File: config.mk
export PLATFORM = sky130hd
export DESIGN_NAME = actval_ctrl
export DESIGN_NICKNAME = d
export VERILOG_FILES = /design/src/rtl/acv_pkg.sv /design/src/rtl/acv_bus_decode.sv /design/src/rtl/acv_value_reg.sv /design/src/rtl/acv_action_dec.sv /design/src/rtl/acv_exec_ctl.sv /design/src/rtl/actval_ctrl.sv
export SDC_FILE = /design/constraint.sdc
export NUM_CORES = 1
export LEC_CHECK = 0
export BUFFER_PORTS_ARGS = -buffer_cell sky130_fd_sc_hd__buf_4
export CORE_MARGIN = 5
export CORE_UTILIZATION = 45
export CTS_BUF_LIST = sky130_fd_sc_hd__clkbuf_2 sky130_fd_sc_hd__clkbuf_4 sky130_fd_sc_hd__clkbuf_8
export DETAILED_ROUTE_END_ITERATION = 10
export GPL_ROUTABILITY_DRIVEN = 1
export GPL_TIMING_DRIVEN = 0
export PLACE_DENSITY_LB_ADDON = 0.15
export SLEW_MARGIN = 20
export SYNTH_ARGS = -nofsm -noshare
export SYNTH_HDL_FRONTEND = slang
export SYNTH_HIERARCHICAL = 1
export SYNTH_SLANG_ARGS = --single-unit
File: constraint.sdc
create_clock -name clk -period 4.53 [get_ports clk]
set_clock_uncertainty 0.2 [all_clocks]
set_input_delay 0.453 -clock clk [delete_from_list [all_inputs] [get_ports clk]]
set_output_delay 0.453 -clock clk [all_outputs]
set_load 0.01 [all_outputs]
File: src/rtl/acv_pkg.sv
package acv_pkg;

  localparam int WORD_W = 64;
  localparam int HALF_W = 32;

  // action codes (compared against bits 31:0 of an action write)
  localparam logic [31:0] A_BEG_WR  = 32'h00;
  localparam logic [31:0] A_BEG_RD  = 32'h01;
  localparam logic [31:0] A_BEG_CLR = 32'h02;
  localparam logic [31:0] A_END     = 32'h03;
  localparam logic [31:0] A_SET_OFF = 32'h04;
  localparam logic [31:0] A_EXEC    = 32'h05;
  localparam logic [31:0] A_Q_BUSY  = 32'h06;
  localparam logic [31:0] A_Q_STAT  = 32'h07;
  localparam logic [31:0] A_SET_ID  = 32'h09;
  localparam logic [31:0] A_Q_COUNT = 32'h0A;
  localparam logic [31:0] A_DUMMY   = 32'h0B;
  localparam logic [31:0] A_Q_SIZE  = 32'h0E;
  localparam logic [31:0] A_Q_ATTR  = 32'h0F;
  localparam logic [31:0] A_Q_TIME  = 32'h10;

  typedef enum logic [7:0] {
    ST_OK        = 8'd0,
    ST_NO_SPACE  = 8'd1,
    ST_HW_ABSENT = 8'd2,
    ST_FAILED    = 8'd3,
    ST_EMPTY     = 8'd4,
    ST_NOT_FOUND = 8'd5
  } cmd_status_e;

  // merge a write into a 64-bit register, half-selected for 32-bit access
  function automatic logic [WORD_W-1:0] merge_word(
      input logic [WORD_W-1:0] old_w, input logic [WORD_W-1:0] data,
      input logic wide, input logic upper);
    if (wide)       return data;
    else if (upper) return {data[HALF_W-1:0], old_w[HALF_W-1:0]};
    else            return {old_w[WORD_W-1:HALF_W], data[HALF_W-1:0]};
  endfunction

  // read view of a 64-bit register for a given access width and half
  function automatic logic [WORD_W-1:0] pick_word(
      input logic [WORD_W-1:0] w, input logic wide, input logic upper);
    if (wide)       return w;
    else if (upper) return {{HALF_W{1'b0}}, w[WORD_W-1:HALF_W]};
    else            return {{HALF_W{1'b0}}, w[HALF_W-1:0]};
  endfunction

  function automatic logic is_op_code(input logic [31:0] c);
    return (c == A_BEG_WR) || (c == A_BEG_RD) || (c == A_BEG_CLR) ||
           (c == A_END) || (c == A_DUMMY);
  endfunction

  function automatic logic is_engine_op(input logic [7:0] op);
    return (op == A_BEG_WR[7:0]) || (op == A_BEG_RD[7:0]) || (op == A_BEG_CLR[7:0]);
  endfunction

  function automatic logic is_local_ok(input logic [7:0] op);
    return (op == A_END[7:0]) || (op == A_DUMMY[7:0]);
  endfunction

endpackage

File: src/rtl/acv_bus_decode.sv
module acv_bus_decode (
  input  logic       wr_en,
  input  logic [3:0] addr,
  input  logic       is64,
  output logic       val_wr,
  output logic       act_wr,
  output logic       sel_hi
);
  logic aligned;

  always_comb begin
    aligned = (addr[1:0] == 2'b00);
    sel_hi  = addr[2];
    // value register: offsets 8 and 12; a wide access must start at 8
    val_wr  = wr_en && aligned && addr[3] && (!is64 || !addr[2]);
    // action register: only offset 0 carries meaning
    act_wr  = wr_en && aligned && !addr[3] && !addr[2];
  end
endmodule

File: src/rtl/acv_value_reg.sv
module acv_value_reg
  import acv_pkg::*;
(
  input  logic              clk,
  input  logic              rst_n,
  input  logic              bus_wr,
  input  logic [WORD_W-1:0] bus_data,
  input  logic              wide,
  input  logic              upper,
  input  logic              ld_en,
  input  logic [WORD_W-1:0] ld_data,
  output logic [WORD_W-1:0] q
);
  always_ff @(posedge clk) begin
    if (!rst_n)      q <= '0;
    else if (bus_wr) q <= merge_word(q, bus_data, wide, upper);
    else if (ld_en)  q <= ld_data;
  end
endmodule

File: src/rtl/acv_action_dec.sv
module acv_action_dec
  import acv_pkg::*;
#(
  parameter int          CNT_W     = 32,
  parameter int          REC_BYTES = 8192,
  parameter logic [7:0]  KEY       = 8'h9C,
  parameter int          T_MAX     = 100,
  parameter int          T_MIN     = 10
) (
  input  logic              act_wr,
  input  logic [31:0]       code,
  input  logic              busy,
  input  logic [7:0]        key_byte,
  input  logic [7:0]        status,
  input  logic [CNT_W-1:0]  rec_count,
  output logic              accept,
  output logic              latch_op,
  output logic              set_off,
  output logic              set_id,
  output logic              exec_go,
  output logic              ld_en,
  output logic [WORD_W-1:0] ld_data
);
  always_comb begin
    accept   = act_wr && (!busy || code == A_Q_BUSY || code == A_Q_STAT);
    latch_op = accept && is_op_code(code);
    set_off  = accept && (code == A_SET_OFF);
    set_id   = accept && (code == A_SET_ID);
    exec_go  = accept && (code == A_EXEC) && (key_byte == KEY);
    ld_en    = 1'b0;
    ld_data  = '0;
    if (accept) begin
      case (code)
        A_Q_BUSY:  begin ld_en = 1'b1; ld_data = WORD_W'(busy); end
        A_Q_STAT:  begin ld_en = 1'b1; ld_data = WORD_W'(status); end
        A_Q_COUNT: begin ld_en = 1'b1; ld_data = WORD_W'(rec_count); end
        A_Q_SIZE:  begin ld_en = 1'b1; ld_data = WORD_W'(REC_BYTES); end
        A_Q_ATTR:  begin ld_en = 1'b1; ld_data = '0; end
        A_Q_TIME:  begin ld_en = 1'b1; ld_data = {HALF_W'(T_MAX), HALF_W'(T_MIN)}; end
        default:   ;
      endcase
    end
  end
endmodule

File: src/rtl/acv_exec_ctl.sv
module acv_exec_ctl
  import acv_pkg::*;
(
  input  logic       clk,
  input  logic       rst_n,
  input  logic       exec_go,
  input  logic [7:0] op,
  input  logic       eng_done,
  input  logic [7:0] eng_status,
  output logic       busy,
  output logic       start,
  output logic [7:0] status
);
  always_ff @(posedge clk) begin
    if (!rst_n) begin
      busy   <= 1'b0;
      start  <= 1'b0;
      status <= ST_OK;
    end else begin
      start <= 1'b0;
      if (busy && eng_done) begin
        busy   <= 1'b0;
        status <= eng_status;
      end else if (exec_go) begin
        if (is_engine_op(op)) begin
          busy  <= 1'b1;
          start <= 1'b1;
        end else begin
          status <= is_local_ok(op) ? ST_OK : ST_FAILED;
        end
      end
    end
  end
endmodule

File: src/rtl/actval_ctrl.sv
module actval_ctrl
  import acv_pkg::*;
#(
  parameter int         CNT_W     = 32,
  parameter int         OFF_W     = 32,
  parameter int         REC_BYTES = 8192,
  parameter logic [7:0] KEY       = 8'h9C,
  parameter int         T_MAX     = 100,
  parameter int         T_MIN     = 10
) (
  input  logic              clk,
  input  logic              rst_n,
  input  logic              wr_en,
  input  logic [3:0]        addr,
  input  logic              is64,
  input  logic [63:0]       wdata,
  output logic [63:0]       rdata,
  input  logic [CNT_W-1:0]  rec_count,
  output logic              eng_start,
  output logic [7:0]        eng_op,
  output logic [OFF_W-1:0]  eng_offset,
  output logic [63:0]       eng_rec_id,
  input  logic              eng_done,
  input  logic [7:0]        eng_status
);
  // named internal events, observed by the bound checker
  logic              val_wr, act_wr, sel_hi;
  logic              accept, latch_op, set_off, set_id, exec_go, ld_en;
  logic [WORD_W-1:0] ld_data, val_q;
  logic [31:0]       act_q;
  logic              busy;
  logic [7:0]        status;

  acv_bus_decode u_bus (
    .wr_en(wr_en), .addr(addr), .is64(is64),
    .val_wr(val_wr), .act_wr(act_wr), .sel_hi(sel_hi)
  );

  acv_action_dec #(
    .CNT_W(CNT_W), .REC_BYTES(REC_BYTES), .KEY(KEY), .T_MAX(T_MAX), .T_MIN(T_MIN)
  ) u_dec (
    .act_wr(act_wr), .code(wdata[31:0]), .busy(busy), .key_byte(val_q[7:0]),
    .status(status), .rec_count(rec_count), .accept(accept),
    .latch_op(latch_op), .set_off(set_off), .set_id(set_id),
    .exec_go(exec_go), .ld_en(ld_en), .ld_data(ld_data)
  );

  acv_value_reg u_val (
    .clk(clk), .rst_n(rst_n), .bus_wr(val_wr), .bus_data(wdata),
    .wide(is64), .upper(sel_hi), .ld_en(ld_en), .ld_data(ld_data), .q(val_q)
  );

  acv_exec_ctl u_exec (
    .clk(clk), .rst_n(rst_n), .exec_go(exec_go), .op(eng_op),
    .eng_done(eng_done), .eng_status(eng_status),
    .busy(busy), .start(eng_start), .status(status)
  );

  always_ff @(posedge clk) begin
    if (!rst_n) begin
      act_q      <= '0;
      eng_op     <= '0;
      eng_offset <= '0;
      eng_rec_id <= '0;
    end else begin
      if (act_wr)   act_q      <= wdata[31:0];
      if (latch_op) eng_op     <= wdata[7:0];
      if (set_off)  eng_offset <= val_q[OFF_W-1:0];
      if (set_id)   eng_rec_id <= val_q;
    end
  end

  always_comb begin
    if (addr[1:0] != 2'b00)
      rdata = '0;
    else if (addr[3])
      rdata = pick_word(val_q, is64, sel_hi);
    else
      rdata = pick_word({32'b0, act_q}, is64, sel_hi);
  end

endmodule

==> run summary, run 1 <==
The wire length of the first global-routing pass is 53080 microns. Setup repair after global routing left no endpoint under its margin. The mean post-synth cell area is 9.692 sq um.

The total length of routed met3 wires is 2649 microns. The global-route usage over all layers is 0.2575. The clock transition at the registers of the reported paths came out at 0.05 ns. The number of design rule violations left after detail routing came out at 0. The count of buffers added by post-CTS timing repair for setup is 0. Based on the critical path, the design can be clocked at up to 272.0 MHz. The sum of met2 wire segment lengths after detailed routing came out at 18260 microns. Relative to the synthesized area, the layout overhead comes to 32.28%. The floorplan step defined a die boundary enclosing 26620 sq um. The setup slack after layout is 0.8530 ns. In this run the static leakage power is 5.264 nW.

The count of mapped cells out of synthesis came out at 1089. Setup violations remaining at the end of the flow were counted as 0. From left edge to right edge, the die measures 163.2 microns.

The via count of the first global-routing pass was 9165. The worst-case IR drop observed on VDD is 0.1864 mV. The core region area came out at 23260 sq um.

The count of buffers from port buffering is 281. The detailed-router iteration count before antenna repair came out at 5. The endpoint arrival time on the critical path is 3.93 ns. STA classifies the critical path endpoint as a flop. The Yosys step of the flow raised 6 warnings. The final total negative setup slack came out at 0 ns.

The clock insertion delay at the later pin of the skew report is 0.54 ns. At the worst endpoint, the required time is 4.79 ns. The maximum number of pins on one net before global-route repair is 16. The sum of overflow across all layers after global routing is 0.

Buffers inserted during clock tree synthesis total 38. The number of slew-limit violations in the final report is 0. The height of the die came out at 163.2 microns.

Summed over all nets, the half-perimeter wirelength after detailed placement is 27510 microns. The worst setup path is of the primary input to flop kind. The slew at the pin closest to its max-slew limit came out at 0.7850 ns.

The residual antenna-violating net count after detailed routing is 0. The count of max-cap constraint violations is 0. The library cell used most frequently in the layout, excluding fill and tap cells, is sky130_fd_sc_hd__buf_4. At the end of routability-driven placement, the weighted congestion stood at 0.9158. The detailed-route wire length per cell came out at 20.19 microns. The starting DRC count in detailed routing came out at 695. The cell area after synthesis came out at 10560 sq um. The maximum cell stage delay along the critical path came out at 0.65 ns.

The final critical delay including setup and external delays came out at 3.677 ns. The run finished with clean final reports. TritonCTS built the clock tree. The maximum count of clock buffers along a single path came out at 3. The overall via count from detail_route came out at 9473. The final hold violation count came to 0.

The kind of path behind the tightest hold check is primary input to flop. In this run, post-CTS repair resized a total of 0 instances. The repair_antennas step left the layout with diodes totalling 0. In this run the register-to-register setup slack is 1.37 ns.

The average via count per standard cell came out at 5.307. The worst setup slack before clock tree synthesis is 0.5703 ns. The number of nets in the final layout came out at 1559. In the final routing, the length of wire on met1 measures 14540 microns. Headroom to the max-slew limit came out at 0.4726. In this run the top signal layer used is met4.

The number of sinks handled by clock tree synthesis came out at 210. The maximum fanout along the worst path came out at 4. The layout cell share with drive strength beyond 1 came out at 0.3083. The starting density of the core came out at 0.4537. The top-level port count is 282.

The depth of the CTS H-tree is 2. The number of rows in the core area came out at 56. The number of antenna violations at the first check in global routing came out at 0. The critical path goes through dlygate4sd3_1, buf_4, nor4_1, nand2_1, or2_2, nor4_1, or4b_1, or4b_1, o21ai_1. The cell sitting at the root of the clock tree is a sky130_fd_sc_hd__clkbuf_8. Leaving out fill and tap cells, the most frequent cells in the layout are sky130_fd_sc_hd__buf_4, sky130_fd_sc_hd__dfxtp_1, sky130_fd_sc_hd__mux2i_1, sky130_fd_sc_hd__nor2b_1, sky130_fd_sc_hd__nand2_1.

STA classifies the critical path startpoint as a primary input. For this design the ratio of total power to cell area is 281.8 nW/um^2. In the finished design, the share of the clock period the worst path needs comes to 0.8117.

The total routed wirelength is 36050 microns. On the critical path, the stage with the largest delay is an instance of sky130_fd_sc_hd__nor4_1.
[power by group]
group | switching, W | internal, W | leakage [nW]
sequential | 0.0000229 | 0.00186 | 1.69
clock | 0.000775 | 0.000943 | 0.374
combinational | 0.000165 | 0.000164 | 3.20
[through the flow]
| step | instance area, sq um | util | total power (W) | hold WS, ns | std cells |
|---|---|---|---|---|---|
| 2_1_floorplan | 10660 | - | 0.002074 | 0.2698 | 1117 |
| 3_3_place_gp | 13170 | 0.5661 | 0.002244 | 0.2834 | 1717 |
| 3_5_place_dp | 13170 | 0.5661 | 0.002245 | 0.2872 | 1717 |
| 4_1_cts | 13960 | 0.5999 | 0.003965 | 0.0004918 | 1785 |
| 5_1_grt | 13960 | 0.6002 | 0.004091 | 0.007918 | 1785 |
| 6_report | 13960 | 0.6002 | 0.003934 | 0.01703 | 1785 |
[cell type report]
cell class / count / area (sq um)
Sequential cell: 210 / 4204
Buffer: 123 / 740.7
Timing Repair Buffer: 289 / 2190
Clock inverter: 6 / 38.79
Inverter: 7 / 26.28
Clock buffer: 54 / 668.1
Fill cell: 2135 / 9300
Tap cell: 319 / 399.1
Multi-Input combinational cell: 777 / 5695
[sequential cells by signal, indices dropped and copies added, names as in the netlist]
register	count
act_q	32
eng_offset	32
eng_op	8
eng_rec_id	64
u_exec/busy	1
u_exec/start	1
u_exec/status	8
u_val/q	64
[final timing paths]
| check | startpoint | endpoint | depth (start not counted) |
|---|---|---|---|
| max | wdata[15] | u_exec/busy | 9 |
| min | wdata[24] | u_val/q[24] | 2 |
| max reg2reg | u_exec/busy | u_exec/busy | 6 |
| min reg2reg | u_exec/status[6] | u_exec/status[6] | 1 |
[critical path, delay by kind of cell]
kind,cells,cell delay (ns)
AOI/OAI and AO/OA,1,0.15
and+or+nand+nor,6,2.58
buffers and inverters,2,0.74
[metal layers]
layer / global-route usage / up-vias
li1: - / 4573
met1: 0.3180 / 4520
met2: 0.4517 / 341
met3: 0.06207 / 39
met4: 0.06557 / 0
met5: 0 / -
[what timing repair did]
| item | 4_1_cts | 5_1_grt |
|---|---|---|
| endpoints found under the hold margin | 8 | 0 |
| hold buffers | 8 | 0 |
| setup endpoints to repair | 0 | 0 |
Note: power is estimated with default switching activity, not from simulation.
==> run 2, diff against run 1 <==
ABC_AREA = 1   (was unset)
clock period = 3.74 ns   (was 4.53 ns; I/O delays follow)
==> run 2 against run 1 <==
Power rose by 36%. Sequential power is 22% higher. Utilization increased by 1.1 points. Global-route usage grew 2.9 points. Combinational power rose by 80%. Area after synthesis is 11% higher. Register-to-register slack worse by 0.20 ns. Setup slack got worse by 0.51 ns. First-iteration DRC count increased by 61%. Die area up 11%. Highest routed layer unchanged.
==> run summary, run 2 <==
The sum of overflow across all layers after global routing came out at 0 (unchanged). The number of sinks handled by clock tree synthesis came out at 210 (unchanged). The commonest cells after synthesis are sky130_fd_sc_hd__nor2_1, sky130_fd_sc_hd__nand2_1, sky130_fd_sc_hd__dfxtp_1. The height of the die is 171.6 microns (was 163.2 microns).

The residual antenna-violating net count after detailed routing came to 0 (unchanged). The final total power is 0.005343 W (was 0.003934 W). The count of buffers added by post-CTS timing repair for setup is 0 (unchanged). The post-synthesis async set-or-reset flop share came out at 0. The core region area is 25910 sq um (was 23260 sq um).

The critical-path cell with the highest stage delay is sky130_fd_sc_hd__dlygate4sd3_1 (was sky130_fd_sc_hd__nor4_1). Most frequent cells in the layout: sky130_fd_sc_hd__nor2_1, sky130_fd_sc_hd__nand2_1, sky130_fd_sc_hd__buf_4, sky130_fd_sc_hd__dfxtp_1, sky130_fd_sc_hd__inv_1 (was sky130_fd_sc_hd__buf_4, sky130_fd_sc_hd__dfxtp_1, sky130_fd_sc_hd__mux2i_1, sky130_fd_sc_hd__nor2b_1, sky130_fd_sc_hd__nand2_1). The layout cell share with drive strength beyond 1 came out at 0.2343 (was 0.3083). The top-level port count was 282 (unchanged). The HPWL after detailed placement was 34390 microns (was 27510 microns). The cell area after synthesis came to 11750 sq um (was 10560 sq um). The post-route core utilization was 0.6115 (was 0.6002). The count of buffers from port buffering is 281 (unchanged). The type of the setup path with the least slack is primary input to flop (unchanged).

Run status: completed (unchanged). By area the synthesized netlist is led by sky130_fd_sc_hd__dfxtp_1, sky130_fd_sc_hd__nor2_1, sky130_fd_sc_hd__nand2_1. The number of rows in the core area is 59 (was 56).

Series of cell instances along the critical path: dlygate4sd3_1, buf_4, inv_1, nand2_1, nor2_1, nand2_1, nor2_1, nand2_1, nand3_4, nand2_4, clkinv_4, nand2_1, nor2_1, buf_2, inv_4, buf_2, nor2_1, nor2_1 (was dlygate4sd3_1, buf_4, nor4_1, nand2_1, or2_2, nor4_1, or4b_1, or4b_1, o21ai_1). The number of instances in the placed design is 2536 (was 1717). The die span in x came out at 171.6 microns (was 163.2 microns). The fraction of the cycle the final worst path needs is 0.9079. The length of routed wiring on met1 came to 18670 microns (was 14540 microns).

The critical path endpoint category is a flop (unchanged). The weighted congestion at the end of routability-driven global placement came out at 0.9480 (was 0.9158). The tightest hold margin is 0.01297 ns (was 0.01703 ns). The global-route usage over all layers came out at 0.2869 (was 0.2575). The sequential share of the synthesized area is 0.3579. The number of slew-limit violations in the final report came out at 0 (unchanged). The synthesized design contains 0 enable-type register cells. The yosys synthesis warning count came out at 6 (unchanged). The final hold violation count is 0 (unchanged).

The highest achievable clock rate is 294.5 MHz. The worst path required time is 3.96 ns (was 4.79 ns). The number of cells upsized or downsized after cts came out at 0 (unchanged).

The final critical delay including setup and external delays is 3.395 ns. The wire length of the first global-routing pass came out at 66050 microns (was 53080 microns). The depth of the CTS H-tree came to 2 (unchanged). The cell that appears most often on the critical path is sky130_fd_sc_hd__nor2_1. The dominant synthesized flop cell is sky130_fd_sc_hd__dfxtp_1.

The count of max-cap constraint violations is 0 (unchanged). Biggest registers after layout: eng_rec_id (64), u_val/q (64) (unchanged). The maximum number of pins on one net before global-route repair is 11 (was 16). The count of mapped cells out of synthesis was 1892 (was 1089).

The slew at the pin closest to its max-slew limit came out at 1.028 ns (was 0.7850 ns). The number of buffers created by CTS is 39 (was 38). The number of distinct library cells after synthesis is 34. The final instance count without filler cells is 2666 (was 1785).

The number of nets in the final layout is 2414 (was 1559). The maximum fanout along the worst path is 10 (was 4). The area growth from synthesis to final layout is 34.90% (was 32.28%). RSZ-0062 raised after global routing: no (unchanged). The number of antenna violations at the first check in global routing is 0 (unchanged). The detailed-route wire length per cell is 16.72 microns (was 20.19 microns).

The most common cell in the synthesized netlist is sky130_fd_sc_hd__nor2_1. The largest vdd supply drop came out at 0.2296 mV (was 0.1864 mV). The count of state elements after synthesis is 210. The overall via count from detail_route came to 13380 (was 9473). The endpoint arrival time on the critical path is 3.61 ns (was 3.93 ns). The final total negative setup slack is 0 ns (unchanged). The count of hold-fix buffers inserted at cts is 59 (was 8).

The total power per unit cell area came out at 337.2 nW/um^2 (was 281.8 nW/um^2). The average via count per standard cell was 5.018 (was 5.307). The via count of the first global-routing pass was 12530 (was 9165). Of the post-synthesis cell area, the dominant cell type holds 0.3579. The area of the die is 29430 sq um (was 26620 sq um). The highest metal layer with signal wires is met4 (unchanged).

The starting DRC count in detailed routing is 1121 (was 695). The startpoint class of the critical path is a primary input (unchanged). The starting density of the core came to 0.4533 (was 0.4537). The worst relative slew slack is 0.3095 (was 0.4726). The detailed-router iteration count before antenna repair came out at 5 (unchanged). The kind of path behind the tightest hold check is primary input to flop (unchanged). The clock transition at the registers of the reported paths is 0.06 ns (was 0.05 ns).

The biggest area contributor in the post-synthesis netlist is sky130_fd_sc_hd__dfxtp_1. The root buffer selected by CTS is sky130_fd_sc_hd__clkbuf_8 (unchanged). The most common cell after layout, fill and taps aside was sky130_fd_sc_hd__nor2_1 (was sky130_fd_sc_hd__buf_4). The final number of setup-violating endpoints came out at 0 (unchanged). The maximum cell stage delay along the critical path came out at 0.58 ns (was 0.65 ns). The leakage power figure was 8.184 nW (was 5.264 nW).

The maximum count of clock buffers along a single path is 3 (unchanged). The CTS tree is yes (unchanged). The mean post-synth cell area came out at 6.208 sq um (was 9.692 sq um). The total routed wirelength is 44560 microns (was 36050 microns). The number of design rule violations left after detail routing came to 0 (unchanged).

The total length of routed met3 wires came to 3439 microns (was 2649 microns). The sum of met2 wire segment lengths after detailed routing came to 20960 microns (was 18260 microns). The clock insertion delay at the later pin of the skew report was 0.55 ns (was 0.54 ns).
==> run 2: power by group <==
group          internal, W  total (W)  switching [W]
combinational     0.000257   0.000591       0.000334
clock              0.00143    0.00246        0.00103
sequential         0.00227    0.00230      0.0000293
==> run 2: area by class of cell <==
| cell class | count | area (sq um) |
|---|---|---|
| diodes | 1 | 2.502 |
| plain buffers | 146 | 924.6 |
| clock buffers | 61 | 795.8 |
| clock inverters | 9 | 76.32 |
| fillers | 2589 | 10070 |
| inverters | 174 | 665.6 |
| multi-input cells | 1390 | 6057 |
| flip-flops and latches | 210 | 4204 |
| well taps | 335 | 419.2 |
| repair buffers | 340 | 2700 |
==> run 2: cell families (layout without fill, tap and decap cells) <==
group / after synthesis / count (layout) / share of synthesized area
and+or+nand+nor: 1151 / 1151 / 0.4157
AOI/OAI and AO/OA: 210 / 210 / 0.09065
other: 1 / 30 / 0.0003193
DFF: 210 / 210 / 0.3579
buffers and inverters: 320 / 730 / 0.1354
==> run 2: metal layers <==
layer  track usage  vias to the layer above
li1              -                     6566
met3       0.04964                       90
met2        0.4940                      540
met4        0.1030                        0
met5             0                        -
met1        0.3612                     6183
==> run 2: critical path, delay by kind of cell <==
kind	cells	cell delay [ns]
buffers and inverters	7	1.66
and+or+nand+nor	11	1.56
==> run 2: worst paths after layout <==
| path | start | to | slack [ns] | cells after the start |
|---|---|---|---|---|
| worst min-delay path | wdata[35] | u_val/q[35] | 0.01 | 5 |
| worst max register to register | u_val/q[3] | u_exec/status[1] | 1.17 | 9 |
| worst max-delay path | wdata[13] | eng_rec_id[33] | 0.34 | 18 |
| worst min register to register | act_q[22] | act_q[22] | 0.26 | 2 |
==> run 2: per-stage QoR <==
stage / setup WS (ns) / area, sq um
after global routing: 0.2027 / 15840
after detailed placement: 0.4660 / 14380
final: 0.3446 / 15850
after CTS: 0.4405 / 15840
after global placement: 0.4923 / 14380
after floorplan: 1.402 / 11850
==> run 3, diff against run 2 <==
BUFFER_PORTS_ARGS = unset   (was -buffer_cell sky130_fd_sc_hd__buf_4)
DONT_BUFFER_PORTS = 1   (was unset)
==> run 3 against run 2 <==
Via count decreased by 7.6%. Count of clock-buffer cells in the layout increased by 5. First-iteration DRC count decreased by 17%. Critical endpoint is now u_exec/status[1]. Largest cell class unchanged. Largest power group unchanged. Highest routed layer is now met5.
==> run summary, run 3 (same netlist as run 2, synthesis figures left out) <==
The final total negative setup slack came out at 0 ns (unchanged). The detailed-router iteration count before antenna repair came to 7 (was 5). The weighted congestion at the end of routability-driven global placement came out at 0.9334 (was 0.9480). The global-route usage over all layers came out at 0.2910 (was 0.2869). The detailed-route wire length per cell came out at 18.33 microns (was 16.72 microns). The maximum cell stage delay along the critical path came out at 0.54 ns (was 0.58 ns). The final number of setup-violating endpoints came out at 0 (unchanged). The end of the worst register-to-register path is u_exec/status[1] (unchanged). The area of the multi-input gates is 6057 sq um (unchanged).

The HPWL after detailed placement is 33550 microns (was 34390 microns). The endpoint arrival time on the critical path is 2.85 ns (was 3.61 ns). The number of buffers created by CTS came out at 41 (was 39). The maximum count of clock buffers along a single path is 3 (unchanged). The number of design rule violations left after detail routing is 0 (unchanged). The starting DRC count in detailed routing came out at 926 (was 1121). The clock insertion delay at the later pin of the skew report is 0.56 ns (was 0.55 ns). The start point of the worst hold path was rec_count[8] (was wdata[35]).

The total power per unit cell area is 385.2 nW/um^2 (was 337.2 nW/um^2). The CTS tree is yes (unchanged). The depth of the CTS H-tree is 2 (unchanged). The count of buffers from port buffering is 0 (was 281).

The startpoint class of the critical path is a flop (was primary input). The root buffer selected by CTS was sky130_fd_sc_hd__clkbuf_8 (unchanged). The maximum fanout along the worst path is 5 (was 10). The wire length of the first global-routing pass is 66390 microns (was 66050 microns). The number of slew-limit violations in the final report came out at 0 (unchanged).

The tightest hold margin came out at 0.02040 ns (was 0.01297 ns). The height of the die is 171.6 microns (unchanged). The highest achievable clock rate was 384.2 MHz (was 294.5 MHz). The most common cell after layout, fill and taps aside was sky130_fd_sc_hd__nor2_1 (unchanged).

The number of stages on the worst hold path came out at 6 (was 5). The most repeated library cell on the critical path was sky130_fd_sc_hd__nor2_1 (unchanged). The starting density of the core is 0.4533 (unchanged).

The core region area is 25910 sq um (unchanged). The critical path endpoint category is a flop (unchanged). The worst relative slew slack is 0.3786 (was 0.3095). The final critical delay including setup and external delays is 2.603 ns (was 3.395 ns).

The overall via count from detail_route came out at 12370 (was 13380). The type of the setup path with the least slack was flop to flop (was primary input to flop). The area occupied by registers is 4204 sq um (unchanged). Biggest registers after layout: eng_rec_id (64), u_val/q (64) (unchanged). The kind of path behind the tightest hold check is primary input to flop (unchanged). The area growth from synthesis to final layout was 20.71% (was 34.90%). The top-level port count came out at 282 (unchanged). The number of sinks handled by clock tree synthesis is 210 (unchanged).

The largest vdd supply drop is 0.2910 mV (was 0.2296 mV). The residual antenna-violating net count after detailed routing came out at 0 (unchanged). The maximum number of pins on one net before global-route repair is 12 (was 11). The worst path required time came out at 3.98 ns (was 3.96 ns). The leakage power figure came out at 6.908 nW (was 8.184 nW). The via count of the first global-routing pass is 11730 (was 12530).

The sum of overflow across all layers after global routing was 0 (unchanged). The count of buffers added by post-CTS timing repair for setup was 0 (unchanged). The fraction of the cycle the final worst path needs came out at 0.6959 (was 0.9079). RSZ-0062 raised after global routing: no (unchanged). The fill cell instance count of the final layout was 2665 (was 2589).

The total routed wirelength came to 44440 microns (was 44560 microns). The number of rows in the core area came out at 59 (unchanged). The final total power came out at 0.005461 W (was 0.005343 W). The slew at the pin closest to its max-slew limit came out at 0.9250 ns (was 1.028 ns). The count of max-cap constraint violations is 0 (unchanged).

The clock transition at the registers of the reported paths came out at 0.07 ns (was 0.06 ns). The layout cell share with drive strength beyond 1 is 0.1292 (was 0.2343). The average via count per standard cell came out at 5.099 (was 5.018). The number of nets in the final layout came out at 2170 (was 2414). The setup slack of the most critical reg-to-reg path is 1.14 ns (was 1.17 ns). Series of cell instances along the critical path: nand2_1, nor3_1, nand4_1, nor2_1, or2_0, nand2_2, nor2_1, nor2_2, dlygate4sd3_1 (was dlygate4sd3_1, buf_4, inv_1, nand2_1, nor2_1, nand2_1, nor2_1, nand2_1, nand3_4, nand2_4, clkinv_4, nand2_1, nor2_1, buf_2, inv_4, buf_2, nor2_1, nor2_1).

The final hold violation count is 0 (unchanged). The hold path endpoint is u_val/q[8] (was u_val/q[35]). Run status: completed (unchanged). The critical-path cell with the highest stage delay was sky130_fd_sc_hd__dlygate4sd3_1 (unchanged). The number of antenna violations at the first check in global routing is 0 (unchanged). The path depth of the worst reg2reg path is 9 (unchanged).

Most frequent cells in the layout: sky130_fd_sc_hd__nor2_1, sky130_fd_sc_hd__nand2_1, sky130_fd_sc_hd__dfxtp_1, sky130_fd_sc_hd__inv_1, sky130_fd_sc_hd__o21ai_0 (was sky130_fd_sc_hd__nor2_1, sky130_fd_sc_hd__nand2_1, sky130_fd_sc_hd__buf_4, sky130_fd_sc_hd__dfxtp_1, sky130_fd_sc_hd__inv_1). The die span in x came out at 171.6 microns (unchanged). The area of the die was 29430 sq um (unchanged). The worst flop-to-flop path startpoint is u_val/q[3] (unchanged).
-- run 3: timing repair --
action                    4_1_cts  5_1_grt
hold buffers                   94        0
hold endpoints to repair      114        0
gates resized for setup         0        0
-- run 3: critical path, delay by kind of cell (launching register included) --
| kind | cells | cell delay (ns) |
|---|---|---|
| DFF | 1 | 0.47 |
| buffers and inverters | 1 | 0.54 |
| and+or+nand+nor | 8 | 1.27 |
-- run 3: per-layer routing --
| metal | vias to the layer above | part of all wire | track usage | wire length [microns] |
|---|---|---|---|---|
| li1 | 6080 | - | - | - |
| met1 | 5723 | 0.40 | 0.3583 | 17980 |
| met2 | 475 | 0.46 | 0.4858 | 20630 |
| met3 | 85 | 0.098 | 0.08917 | 4362 |
| met4 | 2 | 0.032 | 0.09301 | 1401 |
| met5 | - | 0.0015 | 0.01672 | 68 |
-- run 3: power breakdown --
group	internal (W)	switching, W
clock	0.00160	0.00108
combinational	0.000189	0.000302
sequential	0.00227	0.0000297
total	0.00405	0.00141
-- run 3: per-stage QoR --
step / instance area, sq um / utilization / cells / setup WS (ns)
floorplan: 11850 / - / 1920 / 1.402
global placement: 12270 / 0.4736 / 2255 / 0.6153
detailed placement: 12270 / 0.4736 / 2255 / 0.5937
CTS: 14180 / 0.5471 / 2424 / 1.177
global route: 14180 / 0.5471 / 2424 / 0.8790
finish: 14180 / 0.5472 / 2425 / 1.137
-- run 3: final cells by class --
cell class | instances | share of cell area
antenna | 1 | 0.0001765
buffer | 146 | 0.06521
clock buffer | 66 | 0.06054
clock inverter | 9 | 0.007501
inverter | 174 | 0.04695
multi-input combinational | 1390 | 0.4272
sequential | 210 | 0.2965
tap | 335 | 0.02956
timing repair buffer | 94 | 0.06636
-- run 3: worst max-delay path by stage --
stage / startpoint / endpoint / slack, ns / cells past startpoint
4_1_cts: u_val/q[3] / u_exec/status[1] / 1.18 / 9
5_1_grt: wdata[15] / eng_offset[23] / 0.88 / 13
2_1_floorplan: wdata[23] / u_val/q[19] / 1.40 / 18
6_report: u_val/q[3] / u_exec/status[1] / 1.14 / 9
3_3_place_gp: wdata[12] / eng_rec_id[33] / 0.62 / 16
3_5_place_dp: wdata[12] / eng_rec_id[33] / 0.59 / 16
